**config.mk**
```make
export PLATFORM = sky130hd
export DESIGN_NAME = slot_event_regs
export DESIGN_NICKNAME = d
export VERILOG_FILES = /design/src/rtl/slot_event_pkg.sv /design/src/rtl/slot_event_decode.sv /design/src/rtl/slot_event_status.sv /design/src/rtl/slot_event_rdmux.sv /design/src/rtl/slot_event_regs.sv
export SDC_FILE = /design/constraint.sdc
export NUM_CORES = 1
export LEC_CHECK = 0
export ABC_AREA = 1
export BUFFER_PORTS_ARGS = -buffer_cell sky130_fd_sc_hd__buf_2
export CORE_AREA = 3 3 43 45
export CTS_CLUSTER_DIAMETER = 50
export DETAILED_ROUTE_END_ITERATION = 6
export DIE_AREA = 0 0 46 48
export GPL_ROUTABILITY_DRIVEN = 0
export PLACE_DENSITY = 0.75
export SLEW_MARGIN = 40
export SYNTH_ARGS = -nofsm -noshare
export SYNTH_HDL_FRONTEND = slang
export SYNTH_SLANG_ARGS = --single-unit
```
**constraint.sdc**
```tcl
create_clock -name clk -period 1.1 [get_ports clk]
set_clock_uncertainty 0.15 [all_clocks]
set_input_delay 0.22 -clock clk [delete_from_list [all_inputs] [get_ports clk]]
set_output_delay 0.22 -clock clk [all_outputs]
set_load 0.03 [all_outputs]
```
**src/rtl/slot_event_pkg.sv**
```systemverilog
package slot_event_pkg;

    localparam int WP_POS   = 0;
    localparam int CARD_POS = 3;
    localparam int N_WORDS  = 4;

    typedef enum logic [1:0] {
        IX_IDENT  = 2'd0,
        IX_FPROG  = 2'd1,
        IX_STATUS = 2'd2,
        IX_DECODE = 2'd3
    } word_ix_e;

    typedef struct packed {
        logic ident;
        logic fprog;
        logic status;
        logic decode;
        logic bad;
    } word_sel_t;

    function automatic logic [31:0] bit_mask(input int pos);
        logic [31:0] m;
        m = '0;
        m[pos] = 1'b1;
        return m;
    endfunction

endpackage

```
**src/rtl/slot_event_decode.sv**
```systemverilog
module slot_event_decode
    import slot_event_pkg::*;
#(
    parameter int ADDR_W = 4
) (
    input  logic              req,
    input  logic [ADDR_W-1:0] addr,
    output word_sel_t         sel
);
    logic [N_WORDS-1:0] hit;

    for (genvar i = 0; i < N_WORDS; i++) begin : g_hit
        assign hit[i] = req && (addr == ADDR_W'(i));
    end

    always_comb begin
        sel.ident  = hit[IX_IDENT];
        sel.fprog  = hit[IX_FPROG];
        sel.status = hit[IX_STATUS];
        sel.decode = hit[IX_DECODE];
        sel.bad    = req && (hit == '0);
    end
endmodule

```
**src/rtl/slot_event_status.sv**
```systemverilog
module slot_event_status
    import slot_event_pkg::*;
#(
    parameter int DATA_W = 32
) (
    input  logic              clk,
    input  logic              rst,
    input  logic              wp_in,
    input  logic              card_in,
    input  logic              clr_stb,
    input  logic [DATA_W-1:0] clr_data,
    output logic [DATA_W-1:0] status_word,
    output logic              card_flag
);
    localparam logic [DATA_W-1:0] CARD_MASK = DATA_W'(bit_mask(CARD_POS));

    logic clr_hit;
    assign clr_hit = clr_stb && ((clr_data & CARD_MASK) != '0);

    always_ff @(posedge clk) begin
        if (rst)          card_flag <= 1'b0;
        else if (card_in) card_flag <= 1'b1;
        else if (clr_hit) card_flag <= 1'b0;
    end

    always_comb begin
        status_word           = '0;
        status_word[WP_POS]   = wp_in;
        status_word[CARD_POS] = card_flag;
    end


    a_r1_reset_clear: assert property (@(posedge clk) rst |=> !card_flag);

    a_r5_sets: assert property (@(posedge clk) disable iff (rst)
        card_in |=> card_flag);
    a_r5_sticky: assert property (@(posedge clk) disable iff (rst)
        (card_flag && !(clr_stb && clr_data[CARD_POS])) |=> card_flag);

    a_r6_clears: assert property (@(posedge clk) disable iff (rst)
        (clr_stb && clr_data[CARD_POS] && !card_in) |=> !card_flag);

    a_r7_set_wins: assert property (@(posedge clk) disable iff (rst)
        (clr_stb && card_in) |=> card_flag);
endmodule

```
**src/rtl/slot_event_rdmux.sv**
```systemverilog
module slot_event_rdmux
    import slot_event_pkg::*;
#(
    parameter int                DATA_W     = 32,
    parameter logic [DATA_W-1:0] IDENT_WORD = '0
) (
    input  word_sel_t         sel,
    input  logic              rd,
    input  logic [DATA_W-1:0] status_word,
    output logic [DATA_W-1:0] rdata
);
    always_comb begin
        rdata = '0;
        if (rd) begin
            unique case (1'b1)
                sel.ident:  rdata = IDENT_WORD;
                sel.status: rdata = status_word;
                sel.fprog,
                sel.decode,
                sel.bad:    rdata = '0;
                default:    rdata = '0;
            endcase
        end
    end
endmodule

```
**src/rtl/slot_event_regs.sv**
```systemverilog
module slot_event_regs
    import slot_event_pkg::*;
#(
    parameter int                DATA_W     = 32,
    parameter int                ADDR_W     = 4,
    parameter logic [DATA_W-1:0] IDENT_WORD = 32'h5C0D_0100
) (
    input  logic              clk,
    input  logic              rst,
    input  logic              req,
    input  logic              wr,
    input  logic [ADDR_W-1:0] addr,
    input  logic [DATA_W-1:0] wdata,
    output logic [DATA_W-1:0] rdata,
    output logic              err,
    input  logic              wp_in,
    input  logic              card_in,
    output logic              card_irq
);
    word_sel_t         sel;
    logic [DATA_W-1:0] status_word;
    logic              card_flag;

    slot_event_decode #(.ADDR_W(ADDR_W)) u_decode (
        .req  (req),
        .addr (addr),
        .sel  (sel)
    );

    slot_event_status #(.DATA_W(DATA_W)) u_status (
        .clk         (clk),
        .rst         (rst),
        .wp_in       (wp_in),
        .card_in     (card_in),
        .clr_stb     (sel.status && wr),
        .clr_data    (wdata),
        .status_word (status_word),
        .card_flag   (card_flag)
    );

    slot_event_rdmux #(.DATA_W(DATA_W), .IDENT_WORD(IDENT_WORD)) u_rdmux (
        .sel         (sel),
        .rd          (!wr),
        .status_word (status_word),
        .rdata       (rdata)
    );

    assign err      = sel.bad;
    assign card_irq = card_flag;


    a_r2_ident: assert property (@(posedge clk) disable iff (rst)
        (req && !wr && addr == ADDR_W'(0)) |-> rdata == IDENT_WORD);

    a_r4_wp_live: assert property (@(posedge clk) disable iff (rst)
        (req && !wr && addr == ADDR_W'(2)) |-> rdata[WP_POS] == wp_in);

    a_r8_irq_matches: assert property (@(posedge clk) disable iff (rst)
        (req && !wr && addr == ADDR_W'(2)) |-> rdata[CARD_POS] == card_irq);

    a_r9_bad_reads_zero: assert property (@(posedge clk) disable iff (rst)
        err |-> rdata == '0);
endmodule

```
==> results.cfg <==
[yosys]
yosysSeqAreaShare_pct = 6.18
ys_ff_latch = 1
yosys.area.top_type = buf_4
async_reset_ff_share_pct = 0
synth_area_sq_um = 324
ys.warnings.count = 0
synth_cell_types = 12
synth_area_leaders = buf_4, dfxtp_1, nor3b_1
synth_cells = 46
avgSynthCellArea_sq_um = 7.04
synth-edff-count = 0
netlist_top_cells_count = buf_4, inv_1
synth_flop_cell = dfxtp_1
synth_top_area_share_pct = 67.2
synth.most_common_cell = buf_4

[finish]
final_core_util_pct = 30.6
layout-drive-gt1-share_pct = 53.2
largest_reg_flops = 1
multiInputGateArea_sq_um = 200
fin_cells = 78
antenna-diode-count = 0
final_cell_area_sq_um = 462
final_nets = 106
fillers = 162
area_delta_synth_final_pct = 42.5
seqCellArea_sq_um = 21.3
regMostFlops = u_status.card_flag
reg_top3 = u_status.card_flag (1)

[outcome]
violations = negative setup slack
status = finished with violations

[worst_setup_path]
critPathMaxStageDelay_ns = 0.27
crit_chain = buf_6, nor2_4, and3_4, buf_4
path_class = in -> out
critPathSlowestCell = and3_4
crit_family = simple AND/OR/NAND/NOR gates
r2r-start = u_status.card_flag$_SDFFE_PP0P_
path_max_fanout = 8
critPathArrivalTime_ns = 0.92
required_ns = 0.73
worstPathBufferInverterCount = 2
cp-start-kind = input port
crit_path_start = addr[2]
end_kind = output port

[timing]
setup_ws_ns = -0.190
rsz0062_at_grt = yes
hold_violations = 0
fin_crit_ns = 1.29
min_period_over_period_pct = 117
maxSlewViolCount = 0
setup_viol = 10
max_freq_mhz = 775

[global_route]
grt_pass1_wl_um = 724
grt_antenna_before_repair = 0
grt_pass1_vias = 181
grt_max_degree = 9
grt_usage_pct = 4.14
gr-total-overflow = 0

[drt]
firstDrtPassIters = 2
viasPerCell = 3.22
drt-wirelength-per-cell_um = 7.85
final_antenna_net_count = 0
initialDrtViolationCount = 1
routed_wl_um = 612
drc = 0
vias = 251

[placement]
pre_cts_ws_ns = -0.311
portBuffers = 22
dp_hpwl_um = 563
place_inst = 78
place_area_sq_um = 383

[run]
maxCapViolations = 0

[floorplanning]
die_h_um = 48
dieArea_sq_um = 2210
die_x_um = 46
coreArea_sq_um = 1510
rows = 14
io_pins = 76
start_util_pct = 21.5

[power]
powerDensity_nw_per_um2 = 523
p_leak_nw = 0.262
ir_worst_vdd_mv = 0.214
total_power_uw = 241

[clocking]
cts_setup_buffers = 0
path_clk_slew_ns = 0
clk_latency_ns = 0

[min_path]
hold_start = rst
holdCritPathClass = in -> reg
==> metal layers <==
| layer | vias up | routed length, um | global-route usage (%) |
|---|---|---|---|
| li1 | 123 | - | - |
| met1 | 100 | 148 | 4.58 |
| met2 | 28 | 344 | 9.07 |
| met3 | 0 | 119 | 0 |
| met4 | 0 | 0 | 0 |
| met5 | - | 0 | 0 |
==> cell families (layout without fill, tap and decap cells) <==
| kind of cell | Yosys count | count (layout) | share of synthesized area (%) |
|---|---|---|---|
| buf+inv | 32 | 27 | 70.7 |
| compound gates | 1 | 1 | 1.54 |
| other cells | 1 | 22 | 1.16 |
| flops | 1 | 1 | 6.18 |
| simple gates | 11 | 11 | 20.5 |
==> cell usage in the layout, fill, tap and decap left out <==
cell type	n
and3_4	1
nor3b_4	2
dfxtp_2	1
nand2_2	1
inv_1	2
a21oi_1	1
conb_1	22
nand2_1	1
buf_6	11
nand3_4	1
inv_8	1
nor2_1	2
buf_2	8
nor2_4	2
buf_4	5
nand4_1	1
==> per-stage QoR <==
step / TNS, ns / hold WS (ns)
after global routing: -2.12 / 0.238
after detailed placement: -2.54 / 0.222
final: -1.73 / 0.219
after global placement: -2.24 / 0.217
after CTS: -1.83 / 0.222
after floorplan: -0.884 / 0.132
==> power by group <==
| part | internal, mW | switching [mW] | leakage (nW) | total (mW) |
|---|---|---|---|---|
| combinational | 0.0497 | 0.150 | 0.253 | 0.200 |
| clock | 0 | 0 | 0 | 0 |
| sequential | 0.0402 | 0.00147 | 0.00857 | 0.0417 |
==> layout make-up <==
cell class,count,share of cell area (%)
flip-flops and latches,1,4.61
multi-input cells,34,43.4
repair buffers,24,43.6
well taps,16,4.34
inverters,3,4.07
==> final timing paths <==
kind | depth (start not counted) | end | slack [ns]
hold reg to reg | 3 | u_status.card_flag$_SDFFE_PP0P_ | 0.42
setup / recovery | 4 | rdata[28] | -0.19
hold / removal | 2 | u_status.card_flag$_SDFFE_PP0P_ | 0.22
setup reg to reg | 3 | u_status.card_flag$_SDFFE_PP0P_ | 0.30
==> repair_timing <==
item / in CTS / in global routing
setup endpoints to repair: 10 / 11
pin swaps: 5 / 3
resized for setup: 10 / 20
hold buffers: 0 / 0
==> worst register-to-register path: cells and delay by family, from the launching register on <==
| family | cells | cell delay, ns |
|---|---|---|
| AND/OR/NAND/NOR | 1 | 0.05 |
| AO/OA/AOI/OAI | 1 | 0.06 |
| flip-flops | 1 | 0.30 |
| buffers and inverters | 1 | 0.12 |
No activity file was read; power rests on OpenSTA's default activity.
